--- src/rtl/prot_pkg.sv ---
package prot_pkg;
  localparam int NCLS = 9;

  typedef enum int unsigned {
    C_OV = 0, C_UV = 1, C_SCD = 2, C_OCC = 3,
    C_OTC = 4, C_OTD = 5, C_UTC = 6, C_UTD = 7, C_SOV = 8
  } cls_e;

  // classes that stop the charge FET / discharge FET
  localparam logic [NCLS-1:0] CHG_SIDE    = 9'b0_0101_1001;
  localparam logic [NCLS-1:0] DSG_SIDE    = 9'b0_1010_0110;
  // compare direction: 1 = trip at or above threshold
  localparam logic [NCLS-1:0] ABOVE_MASK  = 9'b1_0011_1101;
  // classes that never recover
  localparam logic [NCLS-1:0] STICKY_MASK = 9'b1_0000_0000;

  localparam int unsigned ADDR_STAT = 9;
  localparam int unsigned ADDR_LIVE = 10;

  localparam logic [1:0] FM_AUTO   = 2'd0;
  localparam logic [1:0] FM_SHARED = 2'd1;
  localparam logic [1:0] PF_FLAG   = 2'd0;
  localparam logic [1:0] PF_LATCH  = 2'd1;
endpackage

--- src/rtl/prot_tick.sv ---
module prot_tick #(
  parameter int unsigned DIV = 125
) (
  input  logic clk,
  input  logic rst_n,
  output logic tick
);
  generate
    if (DIV <= 1) begin : g_pass
      assign tick = 1'b1;
    end else begin : g_div
      localparam int PW = $clog2(DIV);
      localparam logic [PW-1:0] LAST = PW'(DIV - 1);
      logic [PW-1:0] pc_q, pc_d;

      always_comb begin
        pc_d = (pc_q == LAST) ? '0 : pc_q + 1'b1;
      end

      always_ff @(posedge clk or negedge rst_n) begin
        if (!rst_n) pc_q <= '0;
        else        pc_q <= pc_d;
      end

      assign tick = (pc_q == LAST);
    end
  endgenerate
endmodule

--- src/rtl/prot_qual.sv ---
module prot_qual #(
  parameter int unsigned DELAY  = 1,
  parameter int          HYS    = 0,
  parameter bit          ABOVE  = 1'b1,
  parameter bit          STICKY = 1'b0,
  parameter int          W      = 18
) (
  input  logic                clk,
  input  logic                rst_n,
  input  logic                tick,
  input  logic signed [W-1:0] value,
  input  logic signed [W-1:0] thr,
  output logic                fault_q,
  output logic                set_pulse
);
  localparam int CW = $clog2(DELAY + 2);
  localparam logic signed [W-1:0] HYS_V = W'(HYS);

  logic [CW-1:0] cnt_q, cnt_d;
  logic          fault_d;
  logic          hit, clr, expire;
  logic signed [W-1:0] hi_lim, lo_lim;

  assign hi_lim = thr + HYS_V;
  assign lo_lim = thr - HYS_V;
  assign hit    = ABOVE ? (value >= thr) : (value <= thr);
  assign clr    = !STICKY && (ABOVE ? (value < lo_lim) : (value > hi_lim));
  assign expire = (32'(cnt_q) + 32'd1) >= DELAY;

  always_comb begin
    cnt_d     = cnt_q;
    fault_d   = fault_q;
    set_pulse = 1'b0;
    if (tick) begin
      if (fault_q) begin
        cnt_d = '0;
        if (clr) fault_d = 1'b0;
      end else if (hit) begin
        if (expire) begin
          fault_d   = 1'b1;
          cnt_d     = '0;
          set_pulse = 1'b1;
        end else begin
          cnt_d = cnt_q + 1'b1;
        end
      end else begin
        cnt_d = '0;
      end
    end
  end

  always_ff @(posedge clk or negedge rst_n) begin
    if (!rst_n) begin
      cnt_q   <= '0;
      fault_q <= 1'b0;
    end else begin
      cnt_q   <= cnt_d;
      fault_q <= fault_d;
    end
  end

  // a fault appears only after a qualifying tick
  assert_trip_needs_hit_R2: assert property (@(posedge clk) disable iff (!rst_n)
    $rose(fault_q) |-> $past(tick && hit));
  // a dropped condition restarts persistence
  assert_count_restart_R3: assert property (@(posedge clk) disable iff (!rst_n)
    (tick && !hit && !fault_q) |=> (cnt_q == '0));
  // recovery happens only past the hysteresis band
  assert_clear_needs_margin_R4: assert property (@(posedge clk) disable iff (!rst_n)
    $fell(fault_q) |-> $past(clr && tick));
  // permanent classes never fall
  assert_sticky_holds_R13: assert property (@(posedge clk) disable iff (!rst_n)
    (STICKY && fault_q) |=> fault_q);
endmodule

--- src/rtl/prot_regs.sv ---
module prot_regs
  import prot_pkg::*;
#(
  parameter int DW = 16,
  parameter int AW = 4,
  parameter logic [NCLS-1:0][DW-1:0] THR_RST = '0
) (
  input  logic                      clk,
  input  logic                      rst_n,
  input  logic                      wr_en,
  input  logic [AW-1:0]             wr_addr,
  input  logic [DW-1:0]             wr_data,
  input  logic [AW-1:0]             rd_addr,
  input  logic [NCLS-1:0]           set_vec,
  input  logic [NCLS-1:0]           live_vec,
  output logic [NCLS-1:0][DW-1:0]   thr_q,
  output logic [DW-1:0]             rd_data
);
  logic [NCLS-1:0][DW-1:0] thr_d;
  logic [NCLS-1:0]         stat_q, stat_d, w1c;

  always_comb begin
    thr_d = thr_q;
    for (int i = 0; i < NCLS; i++) begin
      if (wr_en && wr_addr == AW'(i)) thr_d[i] = wr_data;
    end
    w1c    = (wr_en && wr_addr == AW'(ADDR_STAT)) ? wr_data[NCLS-1:0] : '0;
    stat_d = (stat_q & ~w1c) | set_vec;
  end

  always_ff @(posedge clk or negedge rst_n) begin
    if (!rst_n) begin
      thr_q  <= THR_RST;
      stat_q <= '0;
    end else begin
      thr_q  <= thr_d;
      stat_q <= stat_d;
    end
  end

  always_comb begin
    rd_data = '0;
    for (int i = 0; i < NCLS; i++) begin
      if (rd_addr == AW'(i)) rd_data = thr_q[i];
    end
    if (rd_addr == AW'(ADDR_STAT)) rd_data = {{(DW-NCLS){1'b0}}, stat_q};
    if (rd_addr == AW'(ADDR_LIVE)) rd_data = {{(DW-NCLS){1'b0}}, live_vec};
  end

  // a new trip is always recorded, even during a clearing write
  assert_log_sets_R9: assert property (@(posedge clk) disable iff (!rst_n)
    (|set_vec) |=> ((stat_q & $past(set_vec)) == $past(set_vec)));
endmodule

--- src/rtl/prot_guard.sv ---
module prot_guard
  import prot_pkg::*;
#(
  parameter int unsigned TICK_DIV = 125,
  parameter int unsigned DLY_OV   = 500000,
  parameter int unsigned DLY_UV   = 20000,
  parameter int unsigned DLY_SCD  = 50,
  parameter int unsigned DLY_OCC  = 160000,
  parameter int unsigned DLY_TEMP = 1000000,
  parameter int unsigned DLY_SOV  = 1000000,
  parameter int THR_OV  = 4300,
  parameter int THR_UV  = 2500,
  parameter int THR_SCD = 8000,
  parameter int THR_OCC = 800,
  parameter int THR_OTC = 450,
  parameter int THR_OTD = 600,
  parameter int THR_UTC = 0,
  parameter int THR_UTD = -200,
  parameter int THR_SOV = 4500,
  parameter int HYS_CELL = 100,
  parameter int HYS_CURR = 100,
  parameter int HYS_TEMP = 50,
  parameter int DW = 16,
  parameter int AW = 4
) (
  input  logic                 clk,
  input  logic                 rst_n,
  input  logic [DW-1:0]        cell_hi,
  input  logic [DW-1:0]        cell_lo,
  input  logic signed [DW-1:0] shunt,
  input  logic signed [DW-1:0] temp,
  input  logic [1:0]           pf_mode,
  input  logic [1:0]           fet_mode,
  input  logic                 host_chg_off,
  input  logic                 host_dsg_off,
  input  logic                 wr_en,
  input  logic [AW-1:0]        wr_addr,
  input  logic [DW-1:0]        wr_data,
  input  logic [AW-1:0]        rd_addr,
  output logic [DW-1:0]        rd_data,
  output logic                 chg_off,
  output logic                 dsg_off,
  output logic                 fuse_fire,
  output logic                 pf_flag
);
  localparam int VW = DW + 2;
  localparam int unsigned DLY_TAB [NCLS] = '{DLY_OV, DLY_UV, DLY_SCD, DLY_OCC,
    DLY_TEMP, DLY_TEMP, DLY_TEMP, DLY_TEMP, DLY_SOV};
  localparam int HYS_TAB [NCLS] = '{HYS_CELL, HYS_CELL, HYS_CURR, HYS_CURR,
    HYS_TEMP, HYS_TEMP, HYS_TEMP, HYS_TEMP, HYS_CELL};
  localparam logic [NCLS-1:0][DW-1:0] THR_RST = {DW'(THR_SOV), DW'(THR_UTD),
    DW'(THR_UTC), DW'(THR_OTD), DW'(THR_OTC), DW'(THR_OCC), DW'(THR_SCD),
    DW'(THR_UV), DW'(THR_OV)};

  logic [1:0] rsync_q;
  logic       rst_s;
  always_ff @(posedge clk or negedge rst_n) begin
    if (!rst_n) rsync_q <= 2'b00;
    else        rsync_q <= {rsync_q[0], 1'b1};
  end
  assign rst_s = rsync_q[1];

  logic tick;
  prot_tick #(.DIV(TICK_DIV)) u_tick (.clk(clk), .rst_n(rst_s), .tick(tick));

  logic [NCLS-1:0][DW-1:0] thr_q;
  logic [NCLS-1:0]         flt, setv;
  logic signed [VW-1:0]    vals [NCLS];
  logic signed [VW-1:0]    sh_x, tp_x;

  assign sh_x = VW'(shunt);
  assign tp_x = VW'(temp);

  always_comb begin
    vals[C_OV]  = signed'({2'b00, cell_hi});
    vals[C_UV]  = signed'({2'b00, cell_lo});
    vals[C_SCD] = -sh_x;
    vals[C_OCC] = sh_x;
    vals[C_OTC] = tp_x;
    vals[C_OTD] = tp_x;
    vals[C_UTC] = tp_x;
    vals[C_UTD] = tp_x;
    vals[C_SOV] = signed'({2'b00, cell_hi});
  end

  generate
    for (genvar g = 0; g < NCLS; g++) begin : g_cls
      logic signed [VW-1:0] thr_x;
      assign thr_x = VW'(signed'(thr_q[g]));
      prot_qual #(
        .DELAY(DLY_TAB[g]), .HYS(HYS_TAB[g]),
        .ABOVE(ABOVE_MASK[g]), .STICKY(STICKY_MASK[g]), .W(VW)
      ) u_q (
        .clk(clk), .rst_n(rst_s), .tick(tick),
        .value(vals[g]), .thr(thr_x),
        .fault_q(flt[g]), .set_pulse(setv[g])
      );
    end
  endgenerate

  prot_regs #(.DW(DW), .AW(AW), .THR_RST(THR_RST)) u_regs (
    .clk(clk), .rst_n(rst_s), .wr_en(wr_en), .wr_addr(wr_addr),
    .wr_data(wr_data), .rd_addr(rd_addr), .set_vec(setv),
    .live_vec(flt), .thr_q(thr_q), .rd_data(rd_data)
  );

  logic prot_chg, prot_dsg, pf_block;

  always_comb begin
    prot_chg  = |(flt & CHG_SIDE);
    prot_dsg  = |(flt & DSG_SIDE);
    pf_flag   = flt[C_SOV];
    pf_block  = pf_flag && (pf_mode != PF_FLAG);
    fuse_fire = pf_flag && (pf_mode != PF_FLAG) && (pf_mode != PF_LATCH);
    case (fet_mode)
      FM_AUTO: begin
        chg_off = prot_chg | pf_block;
        dsg_off = prot_dsg | pf_block;
      end
      FM_SHARED: begin
        chg_off = prot_chg | pf_block | host_chg_off;
        dsg_off = prot_dsg | pf_block | host_dsg_off;
      end
      default: begin
        chg_off = host_chg_off | pf_block;
        dsg_off = host_dsg_off | pf_block;
      end
    endcase
  end

  // the fuse never fires with a FET left on
  assert_fuse_opens_fets_R12: assert property (@(posedge clk) disable iff (!rst_s)
    fuse_fire |-> (chg_off && dsg_off));
  // the permanent-fail flag only leaves through reset
  assert_pf_holds_R13: assert property (@(posedge clk) disable iff (!rst_s)
    pf_flag |=> pf_flag);
endmodule

--- config.mk ---
export PLATFORM = sky130hd
export DESIGN_NAME = prot_guard
export DESIGN_NICKNAME = d
export VERILOG_FILES = /design/src/rtl/prot_pkg.sv /design/src/rtl/prot_tick.sv /design/src/rtl/prot_qual.sv /design/src/rtl/prot_regs.sv /design/src/rtl/prot_guard.sv
export SDC_FILE = /design/constraint.sdc
export NUM_CORES = 1
export LEC_CHECK = 0
export ABC_CLOCK_PERIOD_IN_PS = 11700
export BUFFER_PORTS_ARGS = -buffer_cell sky130_fd_sc_hd__buf_4
export CAP_MARGIN = 5
export CORE_MARGIN = 2
export CORE_UTILIZATION = 45
export CTS_BUF_LIST = sky130_fd_sc_hd__clkbuf_8
export CTS_CLUSTER_DIAMETER = 100
export DETAILED_ROUTE_END_ITERATION = 10
export PLACE_DENSITY = 0.73
export SLEW_MARGIN = 20
export SYNTH_ARGS = -nofsm -noshare
export SYNTH_HDL_FRONTEND = slang
export SYNTH_HIERARCHICAL = 1
export SYNTH_SLANG_ARGS = --single-unit
--- constraint.sdc ---
create_clock -name clk -period 11.7 [get_ports clk]
set_input_delay 1.755 -clock clk [delete_from_list [all_inputs] [get_ports clk]]
set_output_delay 1.755 -clock clk [all_outputs]
set_load 0.03 [all_outputs]
# After elaboration in Yosys (flattened, before gate mapping)
# Cells that the tools add are included.
[op_classes]
addsub = 28
order_cmp = 26
n_eq_ne = 22
mux = 95
n_bitwise = 9
n_reduce_logical = 18
[op_table]
columns = ["operator", "n"]
rows = [
  ["two-way mux 20 bit", 15],
  ["two-way mux 16 bit", 11],
  ["greater-or-equal comparator 32 x 20 -> 1 bit, second input constant", 5],
  ["adder 20 x 1 -> 21 bit, second input constant", 5],
  ["adder 20 x 1 -> 20 bit, second input constant", 5],
  ["two-way mux 19 bit", 3],
  ["two-way mux 18 bit", 3],
  ["two-way mux 1 bit", 53],
  ["less-than comparator 16 x 17 -> 1 bit", 3],
  ["subtractor 16 x 8 -> 17 bit, second input constant", 3],
  ["greater-or-equal comparator 16 bit", 3],
  ["two-way mux 15 bit", 3],
  ["adder 16 x 7 -> 17 bit, second input constant", 2],
  ["greater-or-equal comparator 17 x 16 -> 1 bit", 2],
  ["> comparator 16 x 17 -> 1 bit", 2],
  ["subtractor 16 x 7 -> 17 bit, second input constant", 2],
  ["equality test 4 x 3 -> 1 bit, second input constant", 8],
  ["greater-or-equal comparator 32 x 15 -> 1 bit, second input constant", 1],
  ["greater-or-equal comparator 32 x 18 -> 1 bit, second input constant", 1],
  ["greater-or-equal comparator 32 x 19 -> 1 bit, second input constant", 1],
  ["greater-or-equal comparator 32 x 6 -> 1 bit, second input constant", 1],
  ["less-or-equal comparator 16 bit", 2],
  ["adder 19 x 1 -> 20 bit, second input constant", 1],
  ["equality test 4 bit, second input constant", 5],
  ["33 further kinds", 58],
]
[word_totals]
register_bits = 329
inputBits = 97
out_inout_bits = 20

# Longest topological paths before layout
[depth]
depth_word = 12
depth_mapped = 15
depth_no_buf = 15

# By module
# Netlist, hierarchy kept.
[by_module_without_submodules]
columns = ["module", "instances", "cells_each", "area_per_inst_um2", "seq_area_each_um2"]
rows = [
  ["prot_regs", 1, 587, 7509.7, 3882.5],
  ["prot_qual (g_cls[6].u_q ...)", 2, 318, 2631.3, 525.5],
  ["prot_qual (g_cls[4].u_q ...)", 2, 317, 2473.6, 525.5],
  ["prot_qual (g_cls[3].u_q)", 1, 277, 2389.8, 475.5],
  ["prot_qual (g_cls[0].u_q)", 1, 294, 2351.0, 500.5],
  ["prot_qual (g_cls[1].u_q)", 1, 267, 2167.1, 400.4],
  ["prot_qual (g_cls[8].u_q)", 1, 265, 2152.1, 525.5],
  ["prot_qual (g_cls[2].u_q)", 1, 199, 1624.1, 175.2],
  ["prot_guard", 1, 53, 416.6, 50.0],
  ["prot_tick", 1, 31, 340.3, 175.2],
]

# Worst setup path before layout
# OpenSTA, ideal clock, no wires.
[synth_timing]
kind = "input port to output port"
from = "input rd_addr[2]"
to = "output rd_data[15]"
arrival_time_ns = 3.365
path_slack_ns = 6.580
stages = 7
path_buffers = 3
path_cell_list = "clkbuf_2 -> buf_2 -> buf_2 -> nand2_1 -> a21oi_1 -> a221oi_1 -> o31ai_1"
[synth_via]
elab_chain_cells = 12
[synth_rtl]
columns = ["element", "line", "rtl"]
rows = [
  ["from (decl)", "prot_guard.sv:39", "input logic [AW-1:0] rd_addr,"],
  ["zero test 4 bit", "prot_regs.sv:44", "if (rd_addr == AW'(i)) rd_data = thr_q[i];"],
  ["two-way mux 16 bit (9 in series)", "prot_regs.sv:44", ""],
  ["two-way mux 16 bit", "prot_regs.sv:46", "if (rd_addr == AW'(ADDR_STAT)) rd_data = {{(DW-NCLS){1'b0}}, stat_q};"],
  ["two-way mux 16 bit *", "prot_regs.sv:47", "if (rd_addr == AW'(ADDR_LIVE)) rd_data = {{(DW-NCLS){1'b0}}, live_vec};"],
  ["to (decl)", "prot_guard.sv:40", "output logic [DW-1:0] rd_data,"],
]
# Every way passes the cells marked *; elsewhere a longest branch is shown, timed or not.

# Worst setup path after layout
[layout_timing]
from = "input rd_addr[3]"
to = "output rd_data[5]"
# Same word-level chain as after synthesis.

==> results.json <==
{
  "rsz0062_at_grt": "no",
  "wl_per_cell_um": 19.9,
  "crit_fanout": 21,
  "power_frac_comb": 0.329,
  "synthFlopType": "dfrtp_1",
  "whs_endpoint": "rsync_q[1]$_DFF_PN0_",
  "status": "finished, final reports clean",
  "fmax_mhz": 160,
  "grt_pass1_vias": 23928,
  "placed_cells": 4105,
  "power.share.switching": 0.369,
  "syn_area_um2": 29200,
  "skew_ns": 0.0485,
  "netlist.area_leader.share": 0.245,
  "postRouteAntennaNets": 0,
  "stdcell_count": 4216,
  "dieArea_um2": 66900,
  "grt_first_pass_wirelength_um": 133000,
  "synthTopCellsByArea": "dfrtp_1 25%, ha_1 14%, mux2_2 5.6%",
  "rr_startpoint": "u_tick/g_div.pc_q[1]$_DFF_PN0_",
  "cts-buffers-inserted": 60,
  "slew_viol_final": 0,
  "seqPwrFrac": 0.371,
  "final_layout_size_suffix_gt1_frac": 0.164,
  "wl_um": 84100,
  "antenna_found_initial": 2,
  "reg2reg_slack_ns": 7.51,
  "rr_worst_depth": 12,
  "synth.distinct_cells": 129,
  "fin_nets": 3725,
  "tns_ns": 0,
  "fp.dieW_um": 259,
  "worstMarginPinSlew_ns": 1.13,
  "drv_cap": 0,
  "rr_endpoint": "g_cls[5].u_q/cnt_q[5]$_DFFE_PN0P_",
  "setup_viol": 0,
  "synth_seq_cells": 329,
  "dpl.hpwl_um": 62300,
  "drc": 0,
  "synth_edf_count": 0,
  "hold_viol": 0,
  "post_cts_resized": 0,
  "synth_top_area_cell": "dfrtp_1",
  "via_per_inst": 6.03,
  "cts.clk_slew.worst_paths_ns": 0.06,
  "min_period_ns": 6.27,
  "vias": 25422,
  "syn_inst": 3243,
  "io_buffer_count": 116,
  "cts.sinks": 329,
  "htreeDepth": 2,
  "power.switching_uw": 1540,
  "clockRootBuffer": "clkbuf_8",
  "hp-start": "rsync_q[0]$_DFF_PN0_",
  "p_int_uw": 2640,
  "gp_congestion": 0.983,
  "hold_buffers": 0,
  "path_class": "in2out",
  "core-area_um2": 64200,
  "overflow": 0,
  "synth-seq-area-share": 0.284,
  "track_usage": 0.248,
  "yosysWarnings": 6,
  "ir_drop_mv": 0.103,
  "initial_core_util": 0.454,
  "cp-end-kind": "output pin",
  "cts_setup_buffers": 0,
  "cp-start-kind": "primary input",
  "grt_max_degree": 73,
  "power_density_nw_per_um2": 131,
  "max-slew-margin-rel": 0.248,
  "syn2layout_area_growth_pct": 9.12,
  "worstHoldPathType": "reg2reg",
  "postSynthAreaPerCell_um2": 8.99,
  "cts_buffer_depth": 3,
  "dr.first_iter.drc_count": 1959,
  "num_rows": 93,
  "final.period_utilization": 0.536,
  "async_reset_ff_frac": 1.00,
  "antenna_cells": 0,
  "die_y_um": 259,
  "io_pins": 117,
  "firstDrtPassIters": 5,
  "p_leak_uw": 0.0142,
  "clockPowerShare": 0.300,
  "arrival_ns": 4.51,
  "worstPathRequired_ns": 9.95,
  "min_path_cells": 0,
  "clock_latency_ns": 0.70,
  "cts_tree": "built"
}
area by class of cell:
cell class	count	area (µm²)
Multi-Input combinational cell	2503	19000
Sequential cell	329	8290
Tap cell	855	1070
Fill cell	6087	32400
Timing Repair Buffer	129	968
Clock buffer	78	1070
Clock inverter	33	303
Inverter	289	1090
registers in the layout, indices dropped and copies added (netlist names):
name               flops
g_cls.u_q/fault_q      9
u_regs/stat_q          9
g_cls.u_q/cnt_q      158
u_regs/thr_q         144
u_tick/g_div.pc_q      7
rsync_q                2
synth_stat cells (all sizes together) (13+ instances only):
library cell / n
a21oi: 163
nand3: 151
a22o: 38
a221oi: 25
o221ai: 43
mux2: 154
nor2b: 30
o2bb2ai: 17
or3: 33
nand4: 107
a211o: 13
dfstp: 43
inv: 288
nand2: 201
nor3: 92
o31ai: 30
ha: 316
nor2: 177
dfrtp: 286
and3: 55
mux2i: 64
and2: 21
o211ai: 20
a21o: 87
o22ai: 19
nand2b: 41
a211oi: 29
nor4: 45
a41oi: 21
buf: 92
o21ai: 156
xnor2: 130
and4: 21
a31oi: 28
clkbuf: 38
cell families after synthesis:
| logic type | Yosys count | share of synthesized area |
|---|---|---|
| flip-flops | 329 | 0.284 |
| AO/OA/AOI/OAI | 774 | 0.187 |
| other | 2 | 0.000258 |
| multiplexers | 222 | 0.0862 |
| XOR/XNOR | 141 | 0.0429 |
| buffers and inverters | 420 | 0.0650 |
| AND/OR/NAND/NOR | 1039 | 0.198 |
| adder cells (fa/ha/maj) | 316 | 0.136 |
through the flow:
step / hold WS [ns] / worst slack, ns / power [µW] / cell area, µm² / util
floorplan: 0.331 / 1.93 / 2470 / 29200 / -
global placement: 0.337 / 5.46 / 2880 / 30400 / 0.474
detailed placement: 0.340 / 5.52 / 2920 / 30400 / 0.474
CTS: 0.354 / 5.52 / 4190 / 31800 / 0.495
global route: 0.372 / 5.24 / 4450 / 31800 / 0.495
finish: 0.351 / 5.43 / 4180 / 31800 / 0.495
worst max-delay path by stage:
stage,from,end,cells after the start
final,rd_addr[3],rd_data[5],6
after floorplan,rsync_q[1]$_DFF_PN0_,g_cls[0].u_q/cnt_q[0]$_DFFE_PN0P_,0
after global placement,rd_addr[3],rd_data[5],6
after global routing,rd_addr[3],rd_data[5],6
after CTS,rd_addr[3],rd_data[5],6
after detailed placement,rd_addr[3],rd_data[5],6
layer usage:
layer	up-vias	GRT usage	part of all wire
met3	151	0.0387	0.059
li1	12197	-	-
met5	-	0	0
met1	12329	0.345	0.46
met4	0	0.0825	0.031
met2	745	0.394	0.45
power by group through the flow:
stage | Sequential [µW] | Combinational [µW] | Clock [µW]
after global routing | 1560 | 1560 | 1330
final | 1550 | 1380 | 1250
after CTS | 1540 | 1370 | 1280
after floorplan | 1430 | 1040 | 0
after global placement | 1560 | 1320 | 0
after detailed placement | 1560 | 1360 | 0
placed cells by master, fill, tap and decap left out, types with 11 or more instances in the layout:
cell and instances:
nor4_1 38, or3_1 28, o21ai_0 134, nand3_1 145
a21o_1 87, a211oi_1 26, a211o_1 11, and4_1 19
dfrtp_1 285, ha_1 316, o221ai_1 35, conb_1 11
clkbuf_8 78, inv_1 299, a41oi_1 21, o2bb2ai_1 17
buf_4 129, o21ai_1 17, dfstp_2 43, o22ai_1 18
and3_1 51, nor2_1 168, o211ai_1 18, a221oi_1 23
and2_1 19, a31oi_1 28, nand2b_1 41, nand4_1 100
o31ai_1 30, xnor2_1 130, a22o_1 38, nor3_1 80
nand2_1 198, mux2_2 144, clkinv_2 12, mux2i_1 63
nor2b_1 29, a21oi_1 161
worst max-delay path: stages:
cell,delay (ns)
buf_4,0.24
nor2b_1,0.75
and2_0,0.76
nor2_1,0.11
o221ai_1,0.59
buf_4,0.28
(Power assumes the default switching activity.)
